File: src/rtl/fsec_pkg.sv
package fsec_pkg;

    localparam int unsigned OPT_W     = 8;
    localparam int unsigned KEYEN_BIT = 7;
    localparam int unsigned NORED_BIT = 6;
    localparam int unsigned SEC_LSB   = 0;
    localparam int unsigned SEC_W     = 2;

    localparam logic [SEC_W-1:0] SEC_OPEN = 2'b10;

    typedef struct packed {
        logic             key_en;
        logic             redir_dis;
        logic [SEC_W-1:0] sec;
    } opt_t;

    typedef enum logic [1:0] {
        ST_ARMED   = 2'd0,
        ST_COLLECT = 2'd1,
        ST_BARRED  = 2'd2,
        ST_OPEN    = 2'd3
    } sec_state_e;

endpackage

File: src/rtl/fsec_optreg.sv
module fsec_optreg
    import fsec_pkg::*;
(
    input  logic             clk,
    input  logic             rst_n,
    input  logic [OPT_W-1:0] nv_opt,
    output opt_t             nv_fields,
    output opt_t             opt_q
);

    logic unused_rsv_bits;

    always_comb begin
        nv_fields.key_en    = nv_opt[KEYEN_BIT];
        nv_fields.redir_dis = nv_opt[NORED_BIT];
        nv_fields.sec       = nv_opt[SEC_LSB +: SEC_W];
    end

    assign unused_rsv_bits = ^nv_opt[NORED_BIT-1:SEC_LSB+SEC_W];

    // Capture only while reset is held; frozen afterwards.
    always_ff @(posedge clk) begin
        if (!rst_n) begin
            opt_q <= nv_fields;
        end
    end

endmodule

File: src/rtl/fsec_keysel.sv
module fsec_keysel #(
    parameter int unsigned KEY_BYTES = 8,
    parameter int unsigned BYTE_W    = 8,
    localparam int unsigned KEY_W    = KEY_BYTES * BYTE_W,
    localparam int unsigned IDX_W    = (KEY_BYTES > 1) ? $clog2(KEY_BYTES) : 1
) (
    input  logic [KEY_W-1:0]  key_flat,
    input  logic [IDX_W-1:0]  idx,
    input  logic [BYTE_W-1:0] wr_byte,
    output logic              hit
);

    logic [BYTE_W-1:0] key_arr [KEY_BYTES];

    for (genvar g = 0; g < KEY_BYTES; g++) begin : g_slice
        assign key_arr[g] = key_flat[g*BYTE_W +: BYTE_W];
    end

    always_comb begin
        hit = 1'b0;
        for (int i = 0; i < KEY_BYTES; i++) begin
            if (idx == IDX_W'(i)) begin
                hit = (key_arr[i] == wr_byte);
            end
        end
    end

endmodule

File: src/rtl/fsec_fsm.sv
module fsec_fsm
    import fsec_pkg::*;
#(
    parameter int unsigned KEY_BYTES = 8,
    localparam int unsigned IDX_W    = (KEY_BYTES > 1) ? $clog2(KEY_BYTES) : 1
) (
    input  logic             clk,
    input  logic             rst_n,
    input  logic             rst_key_en,
    input  logic [SEC_W-1:0] rst_sec,
    input  logic [SEC_W-1:0] held_sec,
    input  logic             fw_wr,
    input  logic             hit,
    input  logic             blank_ok,
    output logic [IDX_W-1:0] idx,
    output logic             secure,
    output logic [SEC_W-1:0] sec_code
);

    localparam logic [IDX_W-1:0] LAST_IDX = IDX_W'(KEY_BYTES - 1);

    sec_state_e       state_q, state_d, entry_state;
    logic [IDX_W-1:0] idx_q, idx_d;

    always_comb begin
        if (rst_sec == SEC_OPEN) begin
            entry_state = ST_OPEN;
        end else if (rst_key_en) begin
            entry_state = ST_ARMED;
        end else begin
            entry_state = ST_BARRED;
        end
    end

    always_ff @(posedge clk) begin
        if (!rst_n) begin
            state_q <= entry_state;
            idx_q   <= '0;
        end else begin
            state_q <= state_d;
            idx_q   <= idx_d;
        end
    end

    always_comb begin
        state_d = state_q;
        idx_d   = idx_q;
        unique case (state_q)
            ST_ARMED, ST_COLLECT: begin
                if (blank_ok) begin
                    state_d = ST_OPEN;
                    idx_d   = '0;
                end else if (fw_wr) begin
                    if (!hit) begin
                        state_d = ST_BARRED;
                        idx_d   = '0;
                    end else if (idx_q == LAST_IDX) begin
                        state_d = ST_OPEN;
                        idx_d   = '0;
                    end else begin
                        state_d = ST_COLLECT;
                        idx_d   = idx_q + 1'b1;
                    end
                end
            end
            ST_BARRED: begin
                if (blank_ok) begin
                    state_d = ST_OPEN;
                end
            end
            ST_OPEN: begin
                state_d = ST_OPEN;
            end
        endcase
    end

    always_comb begin
        idx = idx_q;
        unique case (state_q)
            ST_OPEN: begin
                secure   = 1'b0;
                sec_code = SEC_OPEN;
            end
            ST_ARMED, ST_COLLECT, ST_BARRED: begin
                secure   = 1'b1;
                sec_code = held_sec;
            end
        endcase
    end

endmodule

File: src/rtl/fsec_unlock.sv
module fsec_unlock
    import fsec_pkg::*;
#(
    parameter int unsigned KEY_BYTES = 8,
    parameter int unsigned BYTE_W    = 8,
    localparam int unsigned KEY_W    = KEY_BYTES * BYTE_W,
    localparam int unsigned IDX_W    = (KEY_BYTES > 1) ? $clog2(KEY_BYTES) : 1
) (
    input  logic              clk,
    input  logic              rst_n,
    input  logic [OPT_W-1:0]  nv_opt_i,
    input  logic [KEY_W-1:0]  nv_key_i,
    input  logic              key_wr_i,
    input  logic              key_dbg_i,
    input  logic [BYTE_W-1:0] key_byte_i,
    input  logic              blank_ok_i,
    output logic              secure_o,
    output logic [SEC_W-1:0]  sec_code_o,
    output logic              key_en_o,
    output logic              redir_dis_o
);

    opt_t             nv_fields;
    opt_t             opt_q;
    logic [IDX_W-1:0] idx;
    logic             hit;
    logic             fw_wr;
    logic             unused_nv_redir;

    assign fw_wr           = key_wr_i & ~key_dbg_i;
    assign unused_nv_redir = nv_fields.redir_dis;

    fsec_optreg u_optreg (
        .clk       (clk),
        .rst_n     (rst_n),
        .nv_opt    (nv_opt_i),
        .nv_fields (nv_fields),
        .opt_q     (opt_q)
    );

    fsec_keysel #(
        .KEY_BYTES (KEY_BYTES),
        .BYTE_W    (BYTE_W)
    ) u_keysel (
        .key_flat (nv_key_i),
        .idx      (idx),
        .wr_byte  (key_byte_i),
        .hit      (hit)
    );

    fsec_fsm #(
        .KEY_BYTES (KEY_BYTES)
    ) u_fsm (
        .clk        (clk),
        .rst_n      (rst_n),
        .rst_key_en (nv_fields.key_en),
        .rst_sec    (nv_fields.sec),
        .held_sec   (opt_q.sec),
        .fw_wr      (fw_wr),
        .hit        (hit),
        .blank_ok   (blank_ok_i),
        .idx        (idx),
        .secure     (secure_o),
        .sec_code   (sec_code_o)
    );

    assign key_en_o    = opt_q.key_en;
    assign redir_dis_o = opt_q.redir_dis;

endmodule

File: config.mk
export PLATFORM = sky130hd
export DESIGN_NAME = fsec_unlock
export DESIGN_NICKNAME = d
export VERILOG_FILES = /design/src/rtl/fsec_pkg.sv /design/src/rtl/fsec_optreg.sv /design/src/rtl/fsec_keysel.sv /design/src/rtl/fsec_fsm.sv /design/src/rtl/fsec_unlock.sv
export SDC_FILE = /design/constraint.sdc
export NUM_CORES = 1
export LEC_CHECK = 0
export CORE_ASPECT_RATIO = 0.9
export CORE_UTILIZATION = 31
export DETAILED_ROUTE_END_ITERATION = 16
export PLACE_DENSITY = 0.71
export SETUP_SLACK_MARGIN = 0.2
export SLEW_MARGIN = 20
export SYNTH_ARGS = -nofsm -noshare
export SYNTH_HDL_FRONTEND = slang
export SYNTH_HIERARCHICAL = 1
export SYNTH_SLANG_ARGS = --single-unit
File: constraint.sdc
create_clock -name clk -period 4.15 [get_ports clk]
set_clock_uncertainty 0.1 [all_clocks]
set_input_delay 0.83 -clock clk [delete_from_list [all_inputs] [get_ports clk]]
set_output_delay 0.83 -clock clk [all_outputs]
set_load 0.01 [all_outputs]
# Word level (Yosys, flattened, before mapping)
# Cells that the tools add are included.
# Widths: inputs -> output; s select.
classes:
  addsub: 1
  n_eq_ne: 21
  mux: 23
  bitwise: 2
  reduce_logical: 7
op_table:
  columns: ["op", "n"]
  rows:
  - ["$eq 8x8->1", 8]
  - ["$mux 2", 8]
  - ["$eq 3x3->1 const B", 4]
  - ["$mux 3", 4]
  - ["$mux 1", 8]
  - ["$eq 2x2->1 const B", 3]
  - ["$eq 3x2->1 const B", 2]
  - ["$pmux 2 s3", 1]
  - ["$ne 4x4->1 const B", 1]
  - ["$pmux 2 s2", 1]
  - ["$reduce_and 2->1", 2]
  - ["$add 3x1->3 const B", 1]
  - ["$eq 3x1->1 const B", 1]
  - ["$logic_not 3->1", 1]
  - ["$ne 3x3->1 const B", 1]
  - ["$reduce_or 3->1", 1]
  - ["$eq 2x1->1 const B", 1]
  - ["$logic_not 2->1", 1]
  - ["$pmux 1 s2", 1]
  - ["$reduce_bool 2->1", 1]
  - ["$reduce_or 2->1", 1]
  - ["$and 1x1->1", 1]
  - ["$not 1->1", 1]
totals:
  regBits: 9
  inputBits: 85
  output_inout_bits: 5
  wordCells: 59

# Depth between registers and ports, before layout
logic_depth:
  depth_word: 14
  mapped_depth: 9
  depth_no_buf: 8

# By module
# Netlist, hierarchy kept.
modules_own_cells:
  columns: ["module", "instances", "cells_each", "area_per_inst_um2", "seq_area_each_um2"]
  rows:
  - ["fsec_keysel", 1, 107, 875.8, 0.0]
  - ["fsec_fsm", 1, 31, 311.5, 120.1]
  - ["fsec_optreg", 1, 9, 153.9, 120.1]
  - ["fsec_unlock", 1, 1, 13.8, 0.0]

# Worst setup path after synthesis
# Ideal clock, no wire load.
synth_timing:
  path_kind: "in2reg"
  from: "input key_byte_i[3]"
  to: "register u_fsm.state_q[1] (data pin)"
  setup_time_ns: 0.256
  t_arrival_ns: 1.987
  required_ns: 3.794
  setup_slack_ns: 1.807
  path_stages: 9
  path_buffers: 1
  path_cell_list: "buf_6 xnor2_2 nand3_1 nor4_2 a31oi_1 nand4_1 nor2b_4 nand3_2 and2_2"
synth_via:
  elab_chain_cells: 14
  elab_cells_between_ends: 21
  classes_between: "eq/ne (8); mux (13)"
synth_lines:
  columns: ["element", "line_no", "rtl"]
  rows:
  - ["start: declaration", "fsec_unlock.sv:15", "input logic [BYTE_W-1:0] key_byte_i,"]
  - ["$eq 8x8->1", "fsec_keysel.sv:23", "hit = (key_arr[i] == wr_byte);"]
  - ["$mux 1 (7 in a row)", "fsec_keysel.sv:22", "if (idx == IDX_W'(i)) begin"]
  - ["$mux 1 (*)", "fsec_keysel.sv:22", null]
  - ["via hit", "fsec_unlock.sv:26", "logic hit;"]
  - ["$mux 2 (*)", "fsec_fsm.sv:54", "if (!hit) begin"]
  - ["$mux 2 (*)", "fsec_fsm.sv:53", "end else if (fw_wr) begin"]
  - ["$mux 2 (*)", "fsec_fsm.sv:50", "if (blank_ok) begin"]
  - ["$pmux 2 s3 (*)", "fsec_fsm.sv:48", "unique case (state_q)"]
  - ["$mux 2 (*)", "fsec_fsm.sv:36", "if (!rst_n) begin"]
  - ["end signal: assignment", "fsec_fsm.sv:37", "state_q <= entry_state;"]
  - ["end signal: assignment", "fsec_fsm.sv:40", "state_q <= state_d;"]
  - ["end: declaration", "fsec_fsm.sv:22", "sec_state_e state_q, state_d, entry_state;"]
# The timed path passes the listed nets; every way through them passes the cells marked *. The select of a mux whose other input is x is not followed.
# A chain may end at the register's enable or synchronous reset.

# Worst setup path in the final report
# Ends and elaborated chain as after synthesis.

==> results.json <==
{
  "vias": 1267,
  "power_frac_seq_pct": 27.0,
  "cp-end-kind": "register",
  "hold_slack_ns": 0.5253,
  "rsz0062_at_grt": "false",
  "critPathSlowestCell": "clkdlybuf4s50_1",
  "power_frac_clock_pct": 26.2,
  "min_to": "u_fsm/idx[1]",
  "worst_setup_path_start_kind": "input pin",
  "cts_buffers": 3,
  "hpwl_um": 3122,
  "worstMarginPinSlew_ns": 0.5660,
  "ioPinCount": 90,
  "worstSetupPathType": "input pin to register",
  "start_util_pct": 32.64,
  "drv_slew": 0,
  "crit_path_frequent_cell": "nand4_1",
  "hold_violations": 0,
  "hold_class": "register to register",
  "antenna_found_initial": 0,
  "die_x_um": 71.50,
  "required_ns": 4.04,
  "clockRootBuffer": "clkbuf_8",
  "synth_nets": 234,
  "cts.htree.levels": 1,
  "p_int_uw": 284.9,
  "clock_latency_ns": 0.23,
  "relSlewSlack_pct": 62.15,
  "swShare_pct": 25.36,
  "grt_overflow": 0,
  "synth_cells": 147,
  "drc": 0,
  "path_clk_slew_ns": 0.04,
  "path_max_fanout": 8,
  "drive_above_1_share_pct": 4.955,
  "worstPathCellList": "clkdlybuf4s50_1, xnor2_1, nand4_1, nor4_1, a21oi_1, nand4_1, nor2b_4, nand3_2, and2_2",
  "antenna_left": 0,
  "grt_pass1_vias": 1223,
  "postCtsSetupBuffers": 0,
  "final_core_util_pct": 52.55,
  "clkSinkCount": 9,
  "cts_max_path_buffers": 2,
  "hp-start": "u_fsm/idx[1]",
  "cts_tree": "done",
  "irDropWorstVdd_v": 0.00006862,
  "postSynthAreaPerCell_um2": 9.167,
  "drv_cap": 0,
  "cpPeakStageDelay_ns": 0.83,
  "mappedNetlistArea_mm2": 0.001348,
  "p_leak_uw": 0.0007108,
  "min_period_over_period_pct": 73.79,
  "fin_crit_ns": 3.062,
  "area_growth_pct": 61.00,
  "clock.fmax_ghz": 0.3266,
  "combPwrFrac_pct": 46.9,
  "routed_wl_um": 3684,
  "ff2ff_path_depth": 7,
  "place.gp.congestion": 0.7792,
  "port_buffers": 85,
  "r2r_start": "u_fsm/idx[0]",
  "switchingPower_uw": 96.80,
  "final_area_mm2": 0.002170,
  "whs_path_depth": 2,
  "rows": 22,
  "fin_setup_tns_ns": 0,
  "die_h_um": 64.55,
  "fill_cells": 397,
  "rr_endpoint": "u_fsm/state_q[1]",
  "cts_resized": 0,
  "drt_iter0_drc": 51,
  "setup_violations": 0,
  "fp.dieArea_mm2": 0.004615,
  "track_usage_pct": 16.40,
  "worstPathArrival_ns": 2.95,
  "outcome": "completed",
  "first_pass_iters": 3,
  "cts_hold_buf": 0,
  "grt_pass1_wl_um": 5775,
  "ff2ff_setup_slack_ns": 2.20,
  "finalPower_uw": 381.7,
  "fin_nets": 310,
  "grt_max_degree": 12,
  "coreArea_mm2": 0.004129,
  "ys_warn_count": 6,
  "wl_per_cell_um": 13.64,
  "diodes": 0,
  "place_area_mm2": 0.002125,
  "powerDensity_mw_per_mm2": 175.9,
  "routed_via_density": 4.693
}
## per-stage QoR
step                instances  setup slack, ns
floorplan                 147            1.807
global placement          266           0.7942
detailed placement        266           0.7953
CTS                       270            1.034
global route              270           0.9003
finish                    270            1.088
## per-layer routing
layer	routed length [µm]	global-route usage, %	part of all wire [%]
met1	1631	20.21	44
met2	1823	29.17	49
met3	189	3.110	5.1
met4	40	4.412	1.1
met5	0	0	0
## how the worst max path moves through the flow
| stage | start | end | slack [ns] |
|---|---|---|---|
| CTS | key_byte_i[3] | u_fsm/state_q[1] | 1.03 |
| finish | key_byte_i[3] | u_fsm/state_q[1] | 1.09 |
| global placement | key_byte_i[3] | u_fsm/state_q[1] | 0.79 |
| floorplan | key_byte_i[3] | u_fsm/state_q[1] | 1.81 |
| detailed placement | key_byte_i[3] | u_fsm/state_q[1] | 0.80 |
| global route | key_byte_i[3] | u_fsm/state_q[1] | 0.90 |
## worst max-delay path: cells and delay by family
| family | cells | cell delay (ns) |
|---|---|---|
| AND/OR/NAND/NOR | 6 | 0.98 |
| XOR/XNOR | 1 | 0.18 |
| buffers and inverters | 1 | 0.83 |
| AO/OA/AOI/OAI | 1 | 0.14 |
## sequential cells by signal, summed over array words and instances, names as in the netlist
signal and flops:
u_fsm/idx 3, u_optreg/opt_q 4, u_fsm/state_q 2
## final cells by class
type	instances	area [µm²]	share of cell area, %
clock buffers	4	45.04	2.076
inverters	1	3.754	0.1730
multi-input cells	123	969.7	44.69
flip-flops and latches	9	240.2	11.07
well taps	48	60.06	2.768
repair buffers	85	850.8	39.22
## layout by cell type, fill, tap and decap left out, types with 2 or more instances in the layout
master and count:
xnor2_1 47, clkbuf_8 3, xor2_1 16, nand4b_1 3, o21ai_0 3, nand4_1 10
nor2_1 2, nand3_1 10, a21oi_1 3, clkdlybuf4s50_1 85, dfxtp_1 3, nor2b_4 2
edfxtp_1 6, ha_1 2, nand2b_1 3, nor4_1 5, nor3_1 4, nor4b_1 2
## power by group through the flow
| stage | sequential (µW) | clock, µW | combinational, µW |
|---|---|---|---|
| finish | 103 | 99.9 | 179 |
| global placement | 104 | 0 | 178 |
| floorplan | 105 | 0 | 89.0 |
| CTS | 103 | 103 | 181 |
| detailed placement | 104 | 0 | 180 |
| global route | 103 | 108 | 193 |
Note: power is estimated with default switching activity, not from simulation.
